**src/rtl/dmac_pkg.sv**
```systemverilog
package dmac_pkg;
  localparam logic [3:0] OFS_CMD    = 4'h8;
  localparam logic [3:0] OFS_REQ    = 4'h9;
  localparam logic [3:0] OFS_SMASK  = 4'hA;
  localparam logic [3:0] OFS_MODE   = 4'hB;
  localparam logic [3:0] OFS_PTRCLR = 4'hC;
  localparam logic [3:0] OFS_MCLR   = 4'hD;
  localparam logic [3:0] OFS_UNMASK = 4'hE;
  localparam logic [3:0] OFS_AMASK  = 4'hF;

  // bit of the stored mode field that enables autoinitialize
  localparam int MODE_AI_BIT = 2;

  // replace one byte lane of a 16-bit value
  function automatic logic [15:0] put_byte(input logic [15:0] v, input logic hi,
                                           input logic [7:0] b);
    logic [15:0] r;
    r = v;
    if (hi) r[15:8] = b;
    else    r[7:0]  = b;
    return r;
  endfunction

  function automatic logic [7:0] get_byte(input logic [15:0] v, input logic hi);
    return hi ? v[15:8] : v[7:0];
  endfunction
endpackage

```
**src/rtl/dmac_byteptr.sv**
```systemverilog
module dmac_byteptr (
  input  logic clk,
  input  logic rst_n,
  input  logic clr,
  input  logic step,
  output logic ptr_hi
);
  always_ff @(posedge clk or negedge rst_n) begin
    if (!rst_n)    ptr_hi <= 1'b0;
    else if (clr)  ptr_hi <= 1'b0;
    else if (step) ptr_hi <= ~ptr_hi;
  end

  AST_PTR_CLEARED: assert property (@(posedge clk) disable iff (!rst_n)
    clr |=> !ptr_hi);
  AST_PTR_TOGGLES: assert property (@(posedge clk) disable iff (!rst_n)
    (step && !clr) |=> (ptr_hi != $past(ptr_hi)));
  AST_PTR_HOLDS: assert property (@(posedge clk) disable iff (!rst_n)
    (!step && !clr) |=> $stable(ptr_hi));
endmodule

```
**src/rtl/dmac_pair.sv**
```systemverilog
module dmac_pair #(
  parameter int VW = 16,
  parameter int DW = 8
) (
  input  logic          clk,
  input  logic          rst_n,
  input  logic          host_we,
  input  logic          hi,
  input  logic [DW-1:0] wdata,
  input  logic          eng_we,
  input  logic [VW-1:0] eng_val,
  input  logic          reload,
  output logic [VW-1:0] cur,
  output logic [DW-1:0] rd_byte
);
  import dmac_pkg::*;

  logic [VW-1:0] base;

  always_ff @(posedge clk or negedge rst_n) begin
    if (!rst_n) begin
      base <= '0;
      cur  <= '0;
    end else if (host_we) begin
      base <= put_byte(base, hi, wdata);
      cur  <= put_byte(cur, hi, wdata);
    end else if (reload) begin
      cur <= base;
    end else if (eng_we) begin
      cur <= eng_val;
    end
  end

  assign rd_byte = get_byte(cur, hi);

  AST_BASE_HOLD: assert property (@(posedge clk) disable iff (!rst_n)
    !host_we |=> $stable(base));
  AST_RELOAD_BASE: assert property (@(posedge clk) disable iff (!rst_n)
    (reload && !host_we) |=> (cur == $past(base)));
  AST_ENG_VALUE: assert property (@(posedge clk) disable iff (!rst_n)
    (eng_we && !reload && !host_we) |=> (cur == $past(eng_val)));
  AST_WRITE_BOTH: assert property (@(posedge clk) disable iff (!rst_n)
    host_we |=> (get_byte(cur, $past(hi)) == $past(wdata)
                 && get_byte(base, $past(hi)) == $past(wdata)));
endmodule

```
**src/rtl/dmac_ctrl.sv**
```systemverilog
module dmac_ctrl #(
  parameter int NCH = 4,
  parameter int DW  = 8
) (
  input  logic                       clk,
  input  logic                       rst_n,
  input  logic                       mclr,
  input  logic                       wr_cmd,
  input  logic                       wr_req,
  input  logic                       wr_smask,
  input  logic                       wr_mode,
  input  logic                       wr_unmask,
  input  logic                       wr_amask,
  input  logic                       rd_stat,
  input  logic [DW-1:0]              wdata,
  input  logic [NCH-1:0]             tc_ev,
  input  logic                       temp_we,
  input  logic [DW-1:0]              temp_d,
  output logic [NCH-1:0]             mask,
  output logic [NCH*(DW-$clog2(NCH))-1:0] mode_flat,
  output logic [NCH-1:0]             autoinit,
  output logic [NCH-1:0]             req,
  output logic [NCH-1:0]             tcf,
  output logic [DW-1:0]              cmd,
  output logic [DW-1:0]              temp
);
  import dmac_pkg::*;
  localparam int CHW = $clog2(NCH);
  localparam int MW  = DW - CHW;

  logic [CHW-1:0] sel_ch;
  logic           set_bit;
  assign sel_ch  = wdata[CHW-1:0];
  assign set_bit = wdata[CHW];

  always_ff @(posedge clk or negedge rst_n) begin
    if (!rst_n) begin
      cmd  <= '0;
      temp <= '0;
    end else if (mclr) begin
      cmd  <= '0;
      temp <= '0;
    end else begin
      if (wr_cmd)  cmd  <= wdata;
      if (temp_we) temp <= temp_d;
    end
  end

  for (genvar i = 0; i < NCH; i++) begin : g_ch
    logic          hit;
    logic [MW-1:0] mode_q;
    assign hit = (sel_ch == CHW'(i));

    always_ff @(posedge clk or negedge rst_n) begin
      if (!rst_n)                mode_q <= '0;
      else if (wr_mode && hit)   mode_q <= wdata[DW-1:CHW];
    end

    always_ff @(posedge clk or negedge rst_n) begin
      if (!rst_n)                        mask[i] <= 1'b1;
      else if (mclr)                     mask[i] <= 1'b1;
      else if (wr_amask)                 mask[i] <= wdata[i];
      else if (wr_unmask)                mask[i] <= 1'b0;
      else if (wr_smask && hit)          mask[i] <= set_bit;
      else if (tc_ev[i] && !autoinit[i]) mask[i] <= 1'b1;
    end

    always_ff @(posedge clk or negedge rst_n) begin
      if (!rst_n)              req[i] <= 1'b0;
      else if (mclr)           req[i] <= 1'b0;
      else if (wr_req && hit)  req[i] <= set_bit;
      else if (tc_ev[i])       req[i] <= 1'b0;
    end

    always_ff @(posedge clk or negedge rst_n) begin
      if (!rst_n)        tcf[i] <= 1'b0;
      else if (mclr)     tcf[i] <= 1'b0;
      else if (tc_ev[i]) tcf[i] <= 1'b1;
      else if (rd_stat)  tcf[i] <= 1'b0;
    end

    assign mode_flat[i*MW +: MW] = mode_q;
    assign autoinit[i]           = mode_q[MODE_AI_BIT];

    AST_TC_SETS_FLAG: assert property (@(posedge clk) disable iff (!rst_n)
      (tc_ev[i] && !mclr) |=> tcf[i]);
    AST_STAT_READ_CLEARS: assert property (@(posedge clk) disable iff (!rst_n)
      (rd_stat && !tc_ev[i]) |=> !tcf[i]);
    AST_TC_MASKS: assert property (@(posedge clk) disable iff (!rst_n)
      (tc_ev[i] && !autoinit[i] && !wr_amask && !wr_unmask && !(wr_smask && hit))
        |=> mask[i]);
    AST_TC_DROPS_REQ: assert property (@(posedge clk) disable iff (!rst_n)
      (tc_ev[i] && !(wr_req && hit)) |=> !req[i]);
  end

  AST_MCLR_MASK_ALL: assert property (@(posedge clk) disable iff (!rst_n)
    mclr |=> (mask == {NCH{1'b1}} && req == '0 && tcf == '0));
  AST_UNMASK_ALL: assert property (@(posedge clk) disable iff (!rst_n)
    (wr_unmask && !mclr && !wr_amask) |=> (mask == '0));
endmodule

```
**src/rtl/dmac_regfile.sv**
```systemverilog
module dmac_regfile #(
  parameter int NCH = 4,
  parameter int DW  = 8,
  parameter int VW  = 16
) (
  input  logic                 clk,
  input  logic                 rst_n,
  input  logic [3:0]           host_offs,
  input  logic                 host_wr,
  input  logic                 host_rd,
  input  logic [DW-1:0]        host_wdata,
  output logic [DW-1:0]        host_rdata,
  input  logic                 eng_upd,
  input  logic [$clog2(NCH)-1:0] eng_ch,
  input  logic                 eng_tc,
  input  logic [VW-1:0]        eng_addr,
  input  logic [VW-1:0]        eng_cnt,
  input  logic                 eng_tmp_we,
  input  logic [DW-1:0]        eng_tmp_data,
  output logic [DW-1:0]        cmd_word,
  output logic [NCH-1:0]       ch_mask,
  output logic [NCH*(DW-$clog2(NCH))-1:0] ch_mode,
  output logic [NCH-1:0]       ch_req,
  output logic [NCH*VW-1:0]    ch_addr,
  output logic [NCH*VW-1:0]    ch_count
);
  import dmac_pkg::*;
  localparam int CHW = $clog2(NCH);

  // decoded host events, named for the checks
  logic           ev_pair;
  logic           ev_ptr_clr;
  logic           ev_mclr;
  logic           ev_rd_stat;
  logic [CHW-1:0] pair_ch;
  logic           pair_is_cnt;
  logic           ptr_hi;
  logic [NCH-1:0] tc_ev;
  logic [NCH-1:0] eng_hit;
  logic [NCH-1:0] ai;
  logic [NCH-1:0] tcf;
  logic [DW-1:0]  temp;
  logic [DW-1:0]  addr_byte [NCH];
  logic [DW-1:0]  cnt_byte  [NCH];

  assign ev_pair     = (host_wr || host_rd) && !host_offs[3];
  assign ev_mclr     = host_wr && (host_offs == OFS_MCLR);
  assign ev_ptr_clr  = ev_mclr || (host_wr && (host_offs == OFS_PTRCLR));
  assign ev_rd_stat  = host_rd && (host_offs == OFS_CMD);
  assign pair_ch     = host_offs[CHW:1];
  assign pair_is_cnt = host_offs[0];

  dmac_byteptr u_ptr (
    .clk(clk), .rst_n(rst_n), .clr(ev_ptr_clr), .step(ev_pair), .ptr_hi(ptr_hi)
  );

  for (genvar i = 0; i < NCH; i++) begin : g_chan
    logic wr_a, wr_c, rel;
    assign eng_hit[i] = eng_upd && (eng_ch == CHW'(i));
    assign tc_ev[i]   = eng_hit[i] && eng_tc;
    assign rel        = tc_ev[i] && ai[i];
    assign wr_a = host_wr && !host_offs[3] && (pair_ch == CHW'(i)) && !pair_is_cnt;
    assign wr_c = host_wr && !host_offs[3] && (pair_ch == CHW'(i)) && pair_is_cnt;

    dmac_pair #(.VW(VW), .DW(DW)) u_addr (
      .clk(clk), .rst_n(rst_n), .host_we(wr_a), .hi(ptr_hi), .wdata(host_wdata),
      .eng_we(eng_hit[i]), .eng_val(eng_addr), .reload(rel),
      .cur(ch_addr[i*VW +: VW]), .rd_byte(addr_byte[i])
    );
    dmac_pair #(.VW(VW), .DW(DW)) u_cnt (
      .clk(clk), .rst_n(rst_n), .host_we(wr_c), .hi(ptr_hi), .wdata(host_wdata),
      .eng_we(eng_hit[i]), .eng_val(eng_cnt), .reload(rel),
      .cur(ch_count[i*VW +: VW]), .rd_byte(cnt_byte[i])
    );
  end

  dmac_ctrl #(.NCH(NCH), .DW(DW)) u_ctrl (
    .clk(clk), .rst_n(rst_n), .mclr(ev_mclr),
    .wr_cmd(host_wr && host_offs == OFS_CMD),
    .wr_req(host_wr && host_offs == OFS_REQ),
    .wr_smask(host_wr && host_offs == OFS_SMASK),
    .wr_mode(host_wr && host_offs == OFS_MODE),
    .wr_unmask(host_wr && host_offs == OFS_UNMASK),
    .wr_amask(host_wr && host_offs == OFS_AMASK),
    .rd_stat(ev_rd_stat), .wdata(host_wdata), .tc_ev(tc_ev),
    .temp_we(eng_tmp_we), .temp_d(eng_tmp_data),
    .mask(ch_mask), .mode_flat(ch_mode), .autoinit(ai), .req(ch_req),
    .tcf(tcf), .cmd(cmd_word), .temp(temp)
  );

  always_comb begin
    host_rdata = '0;
    if (host_rd) begin
      if (!host_offs[3])
        host_rdata = pair_is_cnt ? cnt_byte[pair_ch] : addr_byte[pair_ch];
      else if (host_offs == OFS_CMD)
        host_rdata = {ch_req, tcf};
      else if (host_offs == OFS_MCLR)
        host_rdata = temp;
    end
  end

  AST_MCLR_CLEARS_CMD: assert property (@(posedge clk) disable iff (!rst_n)
    ev_mclr |=> (cmd_word == '0));
  AST_IDLE_READ_ZERO: assert property (@(posedge clk) disable iff (!rst_n)
    !host_rd |-> (host_rdata == '0));
  AST_ONE_ENGINE_HIT: assert property (@(posedge clk) disable iff (!rst_n)
    $onehot0(eng_hit));
endmodule

```
**config.mk**
```make
export PLATFORM = sky130hd
export DESIGN_NAME = dmac_regfile
export DESIGN_NICKNAME = d
export VERILOG_FILES = /design/src/rtl/dmac_pkg.sv /design/src/rtl/dmac_byteptr.sv /design/src/rtl/dmac_pair.sv /design/src/rtl/dmac_ctrl.sv /design/src/rtl/dmac_regfile.sv
export SDC_FILE = /design/constraint.sdc
export NUM_CORES = 1
export LEC_CHECK = 0
export CELL_PAD_IN_SITES_DETAIL_PLACEMENT = 1
export CELL_PAD_IN_SITES_GLOBAL_PLACEMENT = 1
export CORE_MARGIN = 10
export CORE_UTILIZATION = 45
export DETAILED_ROUTE_END_ITERATION = 12
export GPL_TIMING_DRIVEN = 1
export PLACE_DENSITY = 0.93
export SETUP_SLACK_MARGIN = 0.15
export SLEW_MARGIN = 20
export SYNTH_ARGS = -nofsm -noshare
export SYNTH_HDL_FRONTEND = slang
export SYNTH_SLANG_ARGS = --single-unit
export TNS_END_PERCENT = 30
```
**constraint.sdc**
```tcl
create_clock -name clk -period 6.7 [get_ports clk]
set_clock_uncertainty 0.05 [all_clocks]
set_input_delay 2.01 -clock clk [delete_from_list [all_inputs] [get_ports clk]]
set_output_delay 2.01 -clock clk [all_outputs]
set_load 0.005 [all_outputs]
```
After elaboration in Yosys (flattened, before gate mapping)
Cells that the tools add are included.

word-level totals
  bits in registers = 309
  input bits = 61
  output and inout port bits = 176

cells by class
  order comparisons = 1
  eq/ne operators = 33
  multiplexer cells = 92
  bitwise gates (word level) = 2
  reductions and logical operators = 117

operator list
  kind                count
  $mux 16             24
  $mux 8              23
  $reduce_and 2->1    32
  $logic_and 1x1->1   51
  $reduce_bool 3->1   16
  $mux 1              43
  $bmux 8 s2          2
  $eq 4x4->1 const B  8
  $ne 2x2->1 const B  16
  $reduce_bool 5->1   4
  $eq 2x2->1 const B  6
  $eq 2x1->1 const B  3
  $logic_not 1->1     6
  $logic_not 2->1     3
  $reduce_bool 2->1   3
  $ge 3x3->1 const B  1
  $not 2->3           1
  $logic_or 1x1->1    2
  $not 1->1           1

Logic depth before layout (Yosys ltp)
Gate-level depths: netlist (run 1).

  word-level depth = 9
  gate-level depth with buffers = 8
  gate-level depth less buffers = 4

Hierarchy
From an unflattened synthesis (run 1), not the netlist that was laid out.

second synthesis, totals
  cell total of the unflattened synthesis = 1624
  area, all modules = 16614.7 µm²

by module, submodules not included
  module        times used  cells each  area each (µm²)  sequential area each (µm²)
  dmac_pair     8           164         1666.6           800.8
  dmac_ctrl     1           181         2244.7           1306.3
  dmac_regfile  1           128         999.7            0.0
  dmac_byteptr  1           3           37.5             25.0

Worst setup path after synthesis (run 1)
OpenSTA, ideal clock, no wires.

  path kind = input port to output port
  start = input host_offs[1]
  end = output host_rdata[4]
  arrival = 3279 ps
  data required time = 4640 ps
  setup slack = 1361 ps
  stages = 6
  buffers on the path = 3
  cells stage by stage = clkbuf_8 clkbuf_8 clkbuf_1 mux4_2 a22oi_1 o211ai_1

between the ends
  cells in the longest elaborated chain, start to end = 7

RTL lines
  element                                     line                source
  start: declaration                          dmac_regfile.sv:8   input logic [3:0] host_offs,
  $not 2->3 (implied by the code)             dmac_regfile.sv:95  host_rdata = pair_is_cnt ? cnt_byte[pair_ch] : addr_byte[pair_ch];
  $bmux 8 s2                                  dmac_regfile.sv:95
  $mux 8 (implied by the code) (2 in series)  dmac_regfile.sv:95
  $mux 8                                      dmac_regfile.sv:95
  $mux 8 *                                    dmac_regfile.sv:94  if (!host_offs[3])
  $mux 8 *                                    dmac_regfile.sv:93  if (host_rd) begin
  end: declaration                            dmac_regfile.sv:12  output logic [DW-1:0] host_rdata,

Mark *: on every way between the ends. The rest lies on a longest branch, timed or not. The select of a mux whose other input is x is not followed.

Final worst setup path (run 1)
  start = input host_offs[3]
  end = output host_rdata[3]

between the ends
  cells in the longest elaborated chain, start to end = 5

RTL lines
  element     line                source
  $eq 4x4->1  dmac_regfile.sv:98  else if (host_offs == OFS_MCLR)
  $mux 8      dmac_regfile.sv:98
  $mux 8      dmac_regfile.sv:96  else if (host_offs == OFS_CMD)
  $mux 8 *    dmac_regfile.sv:94
  $mux 8 *    dmac_regfile.sv:93

Mark *: on every way between the ends. The rest lies on a longest branch, timed or not.

==> out/summary.txt, run 1 <==
run status: finished clean
Routed met1 length: 25.75 mm
setup repair after global routing missed its margin: false
Final Hold Fails: 0
proportion of layout cells with a drive suffix above 1: 0.09721
Critical Path Sink Type: primary output
number of flip-flops and latches in the synthesized netlist: 309
total grt overflow: 0
Synth Instances: 1770
Total Die Area: 42940 sq um
Synth top area share: 0.4838
setup_tns: 0 ns
average vias per placed instance: 6.520
I/O pin count: 237
CTS max path bufs: 3
Post-CTS Setup Inserts: 0
total of buffers placed on input and output ports: 236
detailed-routing iteration count for the pre-antenna-repair pass: 5
Core Footprint: 34540 sq um
CTS Sinks: 309
mean routed wirelength per cell: 29.90 um
Filler cells: 3959
TritonCTS Buffers: 36
clk_lat worst skew: 0.52 ns
final standard cell utilization of the core: 0.5578
final cycle utilization of the critical path: 0.9653
final critical delay including setup and external delays: 6.468 ns
total of warnings raised by yosys: 0
met3 routed WL: 7.284 mm
total number of vias: 15577
transition time at the pin with the least slew margin: 1.195 ns
number of antenna violations at the first check in global routing: 1
count of final max-slew check failures: 0
clock transition at the registers of the reported paths: 0.06 ns
# resized after CTS: 0
antenna cell count: 0
proportion of register bits with asynchronous set or reset after synthesis: 1.000
Achievable Freq: 154.6 MHz
maximum capacitance violations: 0
Max Used Layer: met5
crit-path max FO: 8
DRC errors left: 0
number of global-route vias before repair: 16235
die span in x: 207.2 um
fraction of the yosys area taken by sequential cells: 0.4905
half-perimeter wire length of the detailed placement result: 47.99 mm
most used flip-flop cell after synthesis: sky130_fd_sc_hd__dfrtp_1
met2 routed wirelength: 33.05 mm
pin count of the biggest net entering global routing: 122
maximum VDD drop: 0.1720 mV
Detailed Route Iter0 Violations: 1697
Final setup violation count: 0
synthesis-to-finish area growth: 22.14%
syn nets: 1831
EDFF count, synth: 0
vertical die dimension: 207.2 um
placement row count: 68
P_leak: 8.460 nW
power density over cell area: 319.6 nW/um^2
setup slack after placement: 0.3916 ns
hold-fix buffer count after cts: 0
PnR worst setup slack: 0.2324 ns
largest cells by area after synthesis: sky130_fd_sc_hd__dfrtp_1 (48%), sky130_fd_sc_hd__nand2_1 (16%), sky130_fd_sc_hd__a311oi_1 (7.0%)
category of the critical setup timing path: in -> out
area of the mapped netlist: 15780 sq um
root cell of the clock tree: sky130_fd_sc_hd__clkbuf_16
NumNets Final: 1971
CTS tree: yes
required time worst endpoint: 4.64 ns
placer congestion estimate: 0.9825
total length of routed wires: 71.43 mm
largest area contributor in the synthesized netlist: sky130_fd_sc_hd__dfrtp_1
number of H-tree levels: 2
worst slew slack as a fraction of its limit: 0.2031
startpoint type of the worst setup path: primary input
Cell variety after synth: 61
CP Data Arrival Time: 4.41 ns
classification of the worst-slack hold path: reg -> reg
remaining antenna violation count: 0
Avg Inst Size Synth: 8.913 sq um
global-route wire length before repair: 106.0 mm
final total power: 6.158 mW
initial standard-cell utilization of the core: 0.4567
GRT Overall Usage: 0.3169
==> cells in the mapped netlist, types with 2 or more instances <==
cell                       number
sky130_fd_sc_hd__or2_2          3
sky130_fd_sc_hd__nand3b_1       4
sky130_fd_sc_hd__inv_1          5
sky130_fd_sc_hd__buf_6         10
sky130_fd_sc_hd__dfstp_2        4
sky130_fd_sc_hd__a21oi_1       14
sky130_fd_sc_hd__nor3_2         3
sky130_fd_sc_hd__clkbuf_2       2
sky130_fd_sc_hd__o211ai_1      12
sky130_fd_sc_hd__a22o_1        15
sky130_fd_sc_hd__nor4_1         3
sky130_fd_sc_hd__a311oi_1     126
sky130_fd_sc_hd__dfrtp_1      305
sky130_fd_sc_hd__o22ai_1        2
sky130_fd_sc_hd__buf_4          8
sky130_fd_sc_hd__o21ai_0        4
sky130_fd_sc_hd__and3_1        12
sky130_fd_sc_hd__nand2_1      659
sky130_fd_sc_hd__clkbuf_1      67
sky130_fd_sc_hd__or3b_1         2
sky130_fd_sc_hd__and2_1         3
sky130_fd_sc_hd__buf_1          8
sky130_fd_sc_hd__a311oi_2       2
sky130_fd_sc_hd__nor3_4         3
sky130_fd_sc_hd__clkbuf_8       9
sky130_fd_sc_hd__nand3_1       15
sky130_fd_sc_hd__or3_1          6
sky130_fd_sc_hd__buf_2         59
sky130_fd_sc_hd__a21oi_2        4
sky130_fd_sc_hd__mux2i_1       20
sky130_fd_sc_hd__mux4_2        31
sky130_fd_sc_hd__mux2_2        25
sky130_fd_sc_hd__nand4_1        2
sky130_fd_sc_hd__nand4b_1       5
sky130_fd_sc_hd__nor3_1       130
sky130_fd_sc_hd__nor2_1       147
sky130_fd_sc_hd__o21bai_1       6
sky130_fd_sc_hd__nand2b_1       5
sky130_fd_sc_hd__nor2b_1        3
sky130_fd_sc_hd__a22oi_1        6
==> critical path: stages <==
cell and delay (ns):
sky130_fd_sc_hd__clkdlybuf4s50_1 0.72, sky130_fd_sc_hd__and3b_1 0.25, sky130_fd_sc_hd__buf_4 0.17, sky130_fd_sc_hd__a31oi_1 0.11, sky130_fd_sc_hd__a221oi_1 0.52, sky130_fd_sc_hd__clkdlybuf4s50_1 0.62
==> cells by family (layout without fill, tap and decap cells) <==
group,after synthesis,after routing,share of synthesized area
compound gates,198,198,0.1049
buf+inv,169,333,0.05742
flops,309,309,0.4905
mux,76,76,0.07479
simple gates,1018,1018,0.2724
==> sequential cells by signal (all words and copies together) (netlist names) <==
name and count:
g_chan.u_addr.base 64, u_ctrl.req 4, u_ptr.ptr_hi 1, u_ctrl.tcf 4, g_chan.u_cnt.cur 64, g_chan.u_addr.cur 64, u_ctrl.mask 4, u_ctrl.temp 8
g_chan.u_cnt.base 64, u_ctrl.cmd 8, u_ctrl.g_ch.mode_q 24
==> stage by stage <==
step                      hold WS (ns)  area, sq um  cells
after floorplan                 0.3945        15780   1770
after global placement          0.4078        18080   2327
after detailed placement        0.4134        18090   2327
after CTS                       0.4277        19260   2389
after global routing            0.4401        19270   2389
final                           0.4232        19270   2389
==> area by class of cell <==
class	instances	area [sq um]	share of cell area
flip-flops and latches	309	7741	0.4018
repair buffers	265	2587	0.1343
clock inverters	13	131.4	0.006819
clock buffers	49	1041	0.05403
inverters	6	22.52	0.001169
multi-input cells	1292	7174	0.3724
well taps	455	569.3	0.02955
==> power breakdown <==
part / internal [mW] / switching (mW) / leakage [nW]
registers: 2.27 / 0.512 / 3.74
clock network: 1.17 / 0.834 / 0.577
logic: 0.738 / 0.639 / 4.14
==> layer usage <==
layer / vias to the layer above / global-route usage
met5: - / 0
li1: 6344 / -
met1: 7865 / 0.3772
met3: 343 / 0.08213
met4: 2 / 0.2095
met2: 1023 / 0.4987
==> worst paths after layout <==
check / slack [ns] / end / start / cells past startpoint
worst max-delay path: 0.23 / host_rdata[3] / host_offs[3] / 6
worst min-delay path: 0.42 / g_chan[3].u_cnt.base[12] / g_chan[3].u_cnt.base[12] / 2
worst max register to register: 3.98 / g_chan[2].u_cnt.cur[8] / u_ptr.ptr_hi / 4
worst min register to register: 0.42 / g_chan[3].u_cnt.base[12] / g_chan[3].u_cnt.base[12] / 2
max in group asynchronous: 3.74 / g_chan[0].u_cnt.base[3] / rst_n / 2
min in group asynchronous: 1.53 / g_chan[2].u_addr.base[14] / rst_n / 1
==> placed cells by master, fill, tap and decap left out, types with 20 or more instances in the layout <==
cell type and n:
sky130_fd_sc_hd__clkdlybuf4s50_1 228, sky130_fd_sc_hd__mux2_2 25, sky130_fd_sc_hd__nor3_1 130, sky130_fd_sc_hd__clkbuf_16 37, sky130_fd_sc_hd__a311oi_1 126, sky130_fd_sc_hd__nor2_1 144
sky130_fd_sc_hd__mux2i_1 20, sky130_fd_sc_hd__buf_4 26, sky130_fd_sc_hd__nand2_1 659, sky130_fd_sc_hd__dfrtp_1 304, sky130_fd_sc_hd__mux4_2 31
Power figures use the tool's default switching activity.
==> inputs of run 2 (changes only) <==
Settings changed: CORE_UTILIZATION 45 to 46, CTS_BUF_LIST set to sky130_fd_sc_hd__clkbuf_8, PLACE_DENSITY 0.93 to 0.95.
==> out/summary.txt, run 2 (synthesis gave the netlist of run 1 again) <==
total grt overflow: 0
# resized after CTS: 0
clock transition at the registers of the reported paths: 0.06 ns
number of antenna violations at the first check in global routing: 6
half-perimeter wire length of the detailed placement result: 48.20 mm
Final setup violation count: 0
Detailed Route Iter0 Violations: 2040
CP Data Arrival Time: 4.34 ns
placement row count: 67
DRC errors left: 0
Filler cells: 3871
end of the worst hold path: g_chan[1].u_cnt.base[12]
Core Footprint: 33700 sq um
total instance count after detailed placement: 2323
category of the critical setup timing path: in -> out
pin count of the biggest net entering global routing: 130
NumNets Final: 1992
proportion of layout cells with a drive suffix above 1: 0.1077
Achievable Freq: 156.2 MHz
run status: finished clean
detailed-routing iteration count for the pre-antenna-repair pass: 6
Critical Path Sink Type: primary output
CTS Sinks: 309
mean routed wirelength per cell: 29.89 um
global-route wire length before repair: 107.9 mm
Min-Delay Startpoint: g_chan[1].u_cnt.base[12]
transition time at the pin with the least slew margin: 1.174 ns
required time worst endpoint: 4.64 ns
most numerous cell on the critical path: sky130_fd_sc_hd__clkdlybuf4s50_1
number of global-route vias before repair: 16724
worst slew slack as a fraction of its limit: 0.2172
setup_tns: 0 ns
classification of the worst-slack hold path: reg -> reg
reg2reg end: g_chan[2].u_cnt.cur[11]
CTS max path bufs: 3
Slowest Stage Delay on Critical Path: 0.59 ns
startpoint type of the worst setup path: primary input
cell depth of the worst flop-to-flop path: 4
GRT Overall Usage: 0.3388
Final Hold Fails: 0
synthesis-to-finish area growth: 21.44%
die span in x: 205.2 um
most common library cell in the layout ignoring fill and taps: sky130_fd_sc_hd__nand2_1
clk_lat worst skew: 0.64 ns
final standard cell utilization of the core: 0.5685
slowest stage cell, crit path: sky130_fd_sc_hd__clkdlybuf4s50_1
vertical die dimension: 205.2 um
final critical delay including setup and external delays: 6.404 ns
initial standard-cell utilization of the core: 0.4681
number of H-tree levels: 2
P_leak: 8.535 nW
final total power: 5.937 mW
Total Die Area: 42100 sq um
placer congestion estimate: 1.023
Cell Chain, Critical Path: clkdlybuf4s50_1 > buf_4 > inv_2 > mux2i_1 > a221oi_1 > clkdlybuf4s50_1
crit-path max FO: 21
total of buffers placed on input and output ports: 236
CTS tree: yes
startpoint of the worst-slack reg-to-reg timing path: u_ptr.ptr_hi
most frequent cells in the layout: sky130_fd_sc_hd__nand2_1 (659), sky130_fd_sc_hd__dfrtp_1 (304), sky130_fd_sc_hd__clkdlybuf4s50_1 (228)
count of final max-slew check failures: 0
setup repair after global routing missed its margin: false
remaining antenna violation count: 0
average vias per placed instance: 6.507
maximum capacitance violations: 0
final cycle utilization of the critical path: 0.9558
Hold Path Depth: 2
maximum VDD drop: 0.2034 mV
reg2reg setup slack: 3.82 ns
count of non-filler cells in the finished layout: 2426
power density over cell area: 309.9 nW/um^2
I/O pin count: 237
TritonCTS Buffers: 54
total number of vias: 15786
hold-fix buffer count after cts: 0
root cell of the clock tree: sky130_fd_sc_hd__clkbuf_8
Post-CTS Setup Inserts: 0
total length of routed wires: 72.52 mm
## run 2: report_power, final
group          leakage (nW)  switching [mW]  total [mW]  internal, mW
registers              3.74           0.533        2.80          2.27
logic                  4.15           0.644        1.38         0.738
clock network         0.646           0.847        1.76         0.908
## run 2: how the worst max path moves through the flow
stage / start / to / slack [ns]
after floorplan: host_offs[1] / host_rdata[4] / 1.36
after global placement: host_offs[1] / host_rdata[3] / 0.39
after detailed placement: host_offs[1] / host_rdata[3] / 0.35
after CTS: host_offs[1] / host_rdata[3] / 0.33
after global routing: host_offs[1] / host_rdata[3] / 0.23
final: host_offs[1] / host_rdata[3] / 0.30
## run 2: metal layers
| layer | wire length [um] | track usage | up-vias | share of wire |
|---|---|---|---|---|
| li1 | - | - | 6413 | - |
| met3 | 8260 | 0.1003 | 397 | 0.11 |
| met5 | 93 | 0 | - | 0.0013 |
| met4 | 5538 | 0.2326 | 8 | 0.076 |
| met1 | 25740 | 0.4008 | 7913 | 0.35 |
| met2 | 32890 | 0.5253 | 1055 | 0.45 |
## run 2: per-stage QoR
| stage | hold slack [ns] | worst slack [ns] | instance area [sq um] |
|---|---|---|---|
| floorplan | 0.3945 | 1.361 | 15780 |
| global placement | 0.4074 | 0.3900 | 18080 |
| detailed placement | 0.4135 | 0.3511 | 18080 |
| CTS | 0.4285 | 0.3328 | 19150 |
| global route | 0.4488 | 0.2265 | 19150 |
| finish | 0.4238 | 0.2961 | 19160 |
## run 2: final cells by class
cell class / instances / area, sq um / share of cell area
Tap cell: 448 / 560.5 / 0.02926
Timing Repair Buffer: 268 / 2597 / 0.1356
Antenna cell: 1 / 2.502 / 0.0001306
Sequential cell: 309 / 7741 / 0.4041
Clock inverter: 38 / 193.9 / 0.01012
Inverter: 6 / 22.52 / 0.001176
Clock buffer: 64 / 880.8 / 0.04598
Multi-Input combinational cell: 1292 / 7158 / 0.3737
## run 2: worst max-delay path: cells and delay by family
kind / cells / cell delay, ns
compound gates: 1 / 0.43
mux: 1 / 0.20
buf+inv: 4 / 1.69
